--- src/rtl/sgt_pkg.sv ---
package sgt_pkg;

  typedef enum logic [2:0] {
    ST_IDLE,
    ST_GET,
    ST_ADDR,
    ST_LEN,
    ST_DRAIN,
    ST_FIN,
    ST_DONE
  } sgtState_e;

  // strobes from control to datapath
  typedef struct packed {
    logic init;
    logic loadSeg;
    logic wrAddrWord;
    logic wrLenWord;
    logic wrMark;
    logic setOvf;
  } sgtCmd_t;

  // status from datapath to control
  typedef struct packed {
    logic segZero;
    logic segLastReg;
    logic pieceEnd;
    logic wouldOvf;
    logic haveEntries;
    logic altMode;
    logic ovf;
  } sgtStat_t;

  localparam logic [31:0] END_FLAG    = 32'h8000_0000;
  localparam logic [31:0] FULL_CHUNK  = 32'h0001_0000;
  localparam logic [31:0] HALF_CHUNK  = 32'h0000_8000;

endpackage

--- src/rtl/sgt_ctrl.sv ---
module sgt_ctrl
  import sgt_pkg::*;
(
  input  logic     clk,
  input  logic     rstN,
  input  logic     start,
  input  logic     segValid,
  input  logic     segLast,
  input  sgtStat_t stat,
  output sgtCmd_t  cmd,
  output logic     segReady,
  output logic     done
);

  sgtState_e state, nextState;

  always_ff @(posedge clk or negedge rstN) begin
    if (!rstN) state <= ST_IDLE;
    else       state <= nextState;
  end

  always_comb begin
    cmd       = '0;
    nextState = state;
    segReady  = 1'b0;
    done      = 1'b0;
    unique case (state)
      ST_IDLE: begin
        if (start) begin
          cmd.init  = 1'b1;
          nextState = ST_GET;
        end
      end
      ST_GET: begin
        segReady = 1'b1;
        if (segValid) begin
          cmd.loadSeg = 1'b1;
          if (stat.segZero) nextState = segLast ? ST_FIN : ST_GET;
          else              nextState = ST_ADDR;
        end
      end
      ST_ADDR: begin
        if (stat.wouldOvf) begin
          cmd.setOvf = 1'b1;
          nextState  = stat.segLastReg ? ST_FIN : ST_DRAIN;
        end else begin
          cmd.wrAddrWord = 1'b1;
          nextState      = ST_LEN;
        end
      end
      ST_LEN: begin
        cmd.wrLenWord = 1'b1;
        if (stat.pieceEnd) nextState = stat.segLastReg ? ST_FIN : ST_GET;
        else               nextState = ST_ADDR;
      end
      ST_DRAIN: begin
        segReady = 1'b1;
        if (segValid && segLast) nextState = ST_FIN;
      end
      ST_FIN: begin
        // read-modify-write of the last length word with the end flag
        if (!stat.ovf && stat.haveEntries && !stat.altMode) cmd.wrMark = 1'b1;
        nextState = ST_DONE;
      end
      ST_DONE: begin
        done      = 1'b1;
        nextState = ST_IDLE;
      end
      default: nextState = ST_IDLE;
    endcase
  end

endmodule

--- src/rtl/sgt_datapath.sv ---
module sgt_datapath
  import sgt_pkg::*;
#(
  parameter int MAX_ENTRIES = 256,
  localparam int CNT_W = $clog2(MAX_ENTRIES + 1),
  localparam int IDX_W = $clog2(2 * MAX_ENTRIES)
) (
  input  logic             clk,
  input  logic             rstN,
  input  sgtCmd_t          cmd,
  input  logic             altIn,
  input  logic             splitIn,
  input  logic [31:0]      segAddr,
  input  logic [31:0]      segLen,
  input  logic             segLast,
  output sgtStat_t         stat,
  output logic             wrEn,
  output logic [IDX_W-1:0] wrIdx,
  output logic [31:0]      wrData,
  output logic [CNT_W-1:0] entryCount,
  output logic             overflow
);

  localparam logic [CNT_W:0] MAX_V = (CNT_W + 1)'(MAX_ENTRIES);

  logic [31:0]      curAddr, remLen, lastLenWord;
  logic [CNT_W-1:0] count;
  logic             altMode, splitEn, ovf, lastSeg;

  logic [16:0]      room;
  logic [31:0]      chunk, eff, lenWord;
  logic             fullSplit;
  logic [15:0]      quarter;
  logic [CNT_W:0]   nextCount, twice, idxLen, idxMark;

  // piece sizing at the 64 KB boundary
  always_comb begin
    room      = 17'h1_0000 - {1'b0, curAddr[15:0]};
    chunk     = (remLen < {15'd0, room}) ? remLen : {15'd0, room};
    fullSplit = splitEn && !altMode && (chunk == FULL_CHUNK);
    eff       = fullSplit ? HALF_CHUNK : chunk;
    quarter   = eff[17:2] - 16'd1;
    lenWord   = altMode ? {quarter, 16'h0000} : {16'h0000, eff[15:0]};
    nextCount = {1'b0, count} + {{(CNT_W - 1){1'b0}}, fullSplit, !fullSplit};
  end

  // table word indices
  always_comb begin
    twice   = {count, 1'b0};
    idxLen  = twice + (CNT_W + 1)'(1);
    idxMark = twice - (CNT_W + 1)'(1);
  end

  always_comb begin
    stat.segZero     = (segLen == 32'd0);
    stat.segLastReg  = lastSeg;
    stat.pieceEnd    = (remLen == eff);
    stat.wouldOvf    = (nextCount > MAX_V);
    stat.haveEntries = (count != '0);
    stat.altMode     = altMode;
    stat.ovf         = ovf;
  end

  always_comb begin
    wrEn   = cmd.wrAddrWord | cmd.wrLenWord | cmd.wrMark;
    wrIdx  = twice[IDX_W-1:0];
    wrData = curAddr;
    if (cmd.wrLenWord) begin
      wrIdx  = idxLen[IDX_W-1:0];
      wrData = lenWord;
    end else if (cmd.wrMark) begin
      wrIdx  = idxMark[IDX_W-1:0];
      wrData = lastLenWord | END_FLAG;
    end
  end

  assign entryCount = ovf ? '0 : count;
  assign overflow   = ovf;

  always_ff @(posedge clk or negedge rstN) begin
    if (!rstN) begin
      curAddr     <= '0;
      remLen      <= '0;
      lastLenWord <= '0;
      count       <= '0;
      altMode     <= 1'b0;
      splitEn     <= 1'b0;
      ovf         <= 1'b0;
      lastSeg     <= 1'b0;
    end else begin
      if (cmd.init) begin
        altMode <= altIn;
        splitEn <= splitIn;
        count   <= '0;
        ovf     <= 1'b0;
      end
      if (cmd.loadSeg) begin
        curAddr <= segAddr;
        remLen  <= segLen;
        lastSeg <= segLast;
      end
      if (cmd.wrLenWord) begin
        count       <= count + CNT_W'(1);
        curAddr     <= curAddr + eff;
        remLen      <= remLen - eff;
        lastLenWord <= lenWord;
      end
      if (cmd.setOvf) ovf <= 1'b1;
    end
  end

endmodule

--- src/rtl/sgt_builder.sv ---
module sgt_builder
  import sgt_pkg::*;
#(
  parameter int MAX_ENTRIES = 256
) (
  input  logic                                clk,
  input  logic                                rstN,
  input  logic                                start,
  input  logic                                altLenMode,
  input  logic                                splitFullChunk,
  input  logic                                segValid,
  output logic                                segReady,
  input  logic [31:0]                         segAddr,
  input  logic [31:0]                         segLen,
  input  logic                                segLast,
  output logic                                wrEn,
  output logic [$clog2(2*MAX_ENTRIES)-1:0]    wrIdx,
  output logic [31:0]                         wrData,
  output logic                                done,
  output logic [$clog2(MAX_ENTRIES+1)-1:0]    entryCount,
  output logic                                overflow
);

  sgtCmd_t  cmd;
  sgtStat_t stat;

  sgt_ctrl u_ctrl (
    .clk      (clk),
    .rstN     (rstN),
    .start    (start),
    .segValid (segValid),
    .segLast  (segLast),
    .stat     (stat),
    .cmd      (cmd),
    .segReady (segReady),
    .done     (done)
  );

  sgt_datapath #(.MAX_ENTRIES(MAX_ENTRIES)) u_dp (
    .clk        (clk),
    .rstN       (rstN),
    .cmd        (cmd),
    .altIn      (altLenMode),
    .splitIn    (splitFullChunk),
    .segAddr    (segAddr),
    .segLen     (segLen),
    .segLast    (segLast),
    .stat       (stat),
    .wrEn       (wrEn),
    .wrIdx      (wrIdx),
    .wrData     (wrData),
    .entryCount (entryCount),
    .overflow   (overflow)
  );

endmodule

--- config.mk ---
export PLATFORM = sky130hd
export DESIGN_NAME = sgt_builder
export DESIGN_NICKNAME = d
export VERILOG_FILES = /design/src/rtl/sgt_pkg.sv /design/src/rtl/sgt_ctrl.sv /design/src/rtl/sgt_datapath.sv /design/src/rtl/sgt_builder.sv
export SDC_FILE = /design/constraint.sdc
export NUM_CORES = 1
export LEC_CHECK = 0
export BUFFER_PORTS_ARGS = -buffer_cell sky130_fd_sc_hd__clkbuf_2
export CAP_MARGIN = 20
export CORE_MARGIN = 2
export CORE_UTILIZATION = 42
export CTS_CLUSTER_DIAMETER = 40
export DETAILED_ROUTE_END_ITERATION = 10
export SYNTH_ARGS = -nofsm -noshare
export SYNTH_HDL_FRONTEND = slang
export SYNTH_SLANG_ARGS = --single-unit
--- constraint.sdc ---
create_clock -name clk -period 22.1 [get_ports clk]
set_input_delay 6.63 -clock clk [delete_from_list [all_inputs] [get_ports clk]]
set_output_delay 6.63 -clock clk [all_outputs]
set_load 0.05 [all_outputs]
==> impl_metrics.csv <==
group,metric,value,unit
synthesis,synth_cells,1339,
place,dp.cells,1767,
global_routing,grt_use_total,25.3,%
floorplan,core_area,0.0252,sq mm
cts,ctsHoldBuffers,0,
cts,clkSlewWorstSetupHoldPaths,70,ps
timing,rsz0062_at_grt,"no",
cells_and_area,final_cells,1783,
cells_and_area,drive_gt1_share,13.9,%
floorplan,die_area,0.0270,sq mm
pwr,peakVddDrop,0.0000951,V
cts,cts_setup_buffers,0,
cells_and_area,mostFrequentLayoutCell,"nand2_1",
cts,cts_buffers,9,
critical_path,crit_path_start_kind,"register",
timing,fmax,0.0739,GHz
timing,finalHoldViolCount,0,
critical_path,arrival,6890,ps
timing,skew,11.3,ps
cts,clk_latency,370,ps
place,place_congestion,0.936,
status,status,"finished, final reports clean",
floorplan,die_h,164,microns
detailed_routing,ant_nets,0,
global_routing,grt_max_degree,69,
timing,max_slew_margin,39.3,%
detailed_routing,post_drt_wl_per_cell,18.9,microns
cts,cts_tree,"yes",
cts,cts_buffer_depth,2,
global_routing,antenna_found_initial,0,
detailed_routing,drc,0,
place,port_buffers,124,
timing,finalWorstSetupSlack,8580,ps
floorplan,rows,58,
hold_path,worstHoldPathType,"reg -> reg",
synthesis,synth_edf_count,0,
timing,tightest_slew,887,ps
synthesis,synth-warning-count,0,
cts,cts_resized,0,
floorplan,initial_utilization,42.8,%
pwr,powerDensity,179,mW/mm^2
synthesis,async_flop_share,100,%
detailed_routing,vias,10435,
timing,period_share,61.2,%
place,hpwl,25.5,mm
flow_run,maxCapViolCount,0,
critical_path,critPathCaptureType,"output port",
global_routing,grt_pass1_vias,9780,
cells_and_area,mostFrequentLayoutCells,"nand2_1 (155), clkbuf_2 (123), dfrtp_1 (111), o21ai_0 (106), nor2_1 (92)",
cts,cts_root_buf,"clkbuf_16",
place,postPlaceCellArea,0.0118,sq mm
pwr,power.total,2.16,mW
timing,holdWs,486,ps
timing,maxSlewViolCount,0,
critical_path,critPathKind,"reg -> out",
detailed_routing,routed_wl,33.7,mm
cells_and_area,final_core_util,48.0,%
global_routing,grt_pass1_wl,53.2,mm
synthesis,syn_area,0.0108,sq mm
place,pre_cts_slack,8990,ps
synthesis,avgSynthCellArea,8.05,sq um
cts,htreeDepth,3,
detailed_routing,firstDrtPassIters,5,
synthesis,ys_ff_latch,111,
global_routing,overflow,0,
detailed_routing,viasPerCell,5.85,
timing,tns,0,ps
synthesis,synth_ff_type,"dfrtp_1",
critical_path,critPathMaxFanout,8,
detailed_routing,drt_iter0_drc,694,
synthesis,yosysSeqAreaShare,25.8,%
timing,setup_violations,0,
cells_and_area,design_area,0.0121,sq mm
cells_and_area,fin_nets,1606,
synthesis,synth_cell_type_count,85,
cells_and_area,area_growth,12.2,%
floorplan,die_x,164,microns
critical_path,worstPathRequired,15470,ps
cells_and_area,num_antenna_cells,0,
floorplan,ioPinCount,125,
timing,fin_crit,13520,ps
cts,clock_sink_count,111,
pwr,p_leak,5.84,nW
==> power breakdown <==
part           switching, mW  internal [mW]
logic                  0.971          0.585
clock network         0.0840         0.0919
registers              0.135          0.293
total                   1.19          0.970
==> path summary, 6_finish.rpt <==
check                                    start             endpoint  slack (ps)  cells past startpoint
min                        u_dp.lastLenWord[9]  u_dp.lastLenWord[9]         490                      1
max reg2reg                    u_dp.curAddr[1]     u_dp.curAddr[31]       14330                     23
min reg2reg                u_dp.lastLenWord[9]  u_dp.lastLenWord[9]         490                      1
max in group asynchronous                 rstN  u_dp.lastLenWord[7]       14430                      2
min in group asynchronous                 rstN      u_dp.remLen[27]        6270                      1
max                            u_dp.curAddr[1]                 wrEn        8580                     21
==> synthesized netlist by cell type (6+ instances only) <==
cell,instances,area [sq um]
nand3_1,31,155
and3_1,7,43.8
and4_1,6,52.6
or4_1,7,52.6
and2_1,28,175
a22oi_1,12,90.1
buf_2,6,30.0
nor4_1,19,119
inv_1,69,259
mux2_2,15,169
o21a_1,13,97.6
a21oi_1,88,440
or2_2,6,37.5
a211oi_1,29,218
xnor2_1,43,377
nor2b_1,10,62.6
nor2_1,94,353
dfrtp_1,111,2780
ha_1,84,1050
a221o_1,9,90.1
nand2b_1,10,62.6
nand4_1,14,87.6
buf_1,7,26.3
xor2_1,19,166
mux2i_1,65,651
nand2_1,155,582
o211ai_1,16,120
o31ai_1,7,52.6
o21bai_1,8,60.1
o2111ai_1,6,52.6
a21o_1,36,270
o21ai_0,106,531
or3_1,18,113
a31o_2,6,52.6
clkbuf_1,48,180
nor3_1,29,145
a31oi_1,8,50.1
==> flip-flops by register name, indices dropped and copies added, names as in the netlist <==
register	count
u_dp.count	9
u_dp.lastSeg	1
u_dp.remLen	32
u_dp.overflow	1
u_dp.lastLenWord	31
u_dp.altMode	1
u_dp.curAddr	32
u_dp.splitEn	1
u_ctrl.state	3
==> worst max-delay path, cell delays in order (launching register included) <==
cell	delay, ps
dfrtp_1	480
inv_1	160
ha_1	270
or4b_2	640
or4_1	510
xor2_1	290
inv_1	80
ha_1	280
nand2_1	60
nor4_1	380
o311ai_0	350
a31oi_4	240
mux2_2	420
ha_1	290
a21o_1	200
a2111o_1	420
a2111oi_2	340
o21ai_1	120
o2bb2ai_1	150
or4_1	470
nand2_1	100
clkbuf_2	270
==> layout make-up <==
cell class	instances	area (sq um)
inverters	69	259
clock buffers	12	246
repair buffers	136	713
clock inverters	4	55.1
multi-input cells	1121	7630
well taps	330	413
flip-flops and latches	111	2780
fillers	2532	13100
==> layer usage <==
layer / part of all wire, % / GRT usage [%]
met5: 0 / 0
met4: 2.9 / 8.73
met3: 5.3 / 3.76
met2: 45 / 40.4
met1: 46 / 34.7
==> cell families after synthesis <==
| group | Yosys count | share of synthesized area [%] |
|---|---|---|
| XOR/XNOR | 62 | 5.04 |
| other | 2 | 0.0696 |
| adder cells (fa/ha/maj) | 87 | 10.3 |
| flip-flops | 111 | 25.8 |
| buffers and inverters | 133 | 4.87 |
| AND/OR/NAND/NOR | 459 | 21.3 |
| AO/OA/AOI/OAI | 401 | 24.4 |
| multiplexers | 84 | 8.20 |
Note: power is estimated with default switching activity, not from simulation.
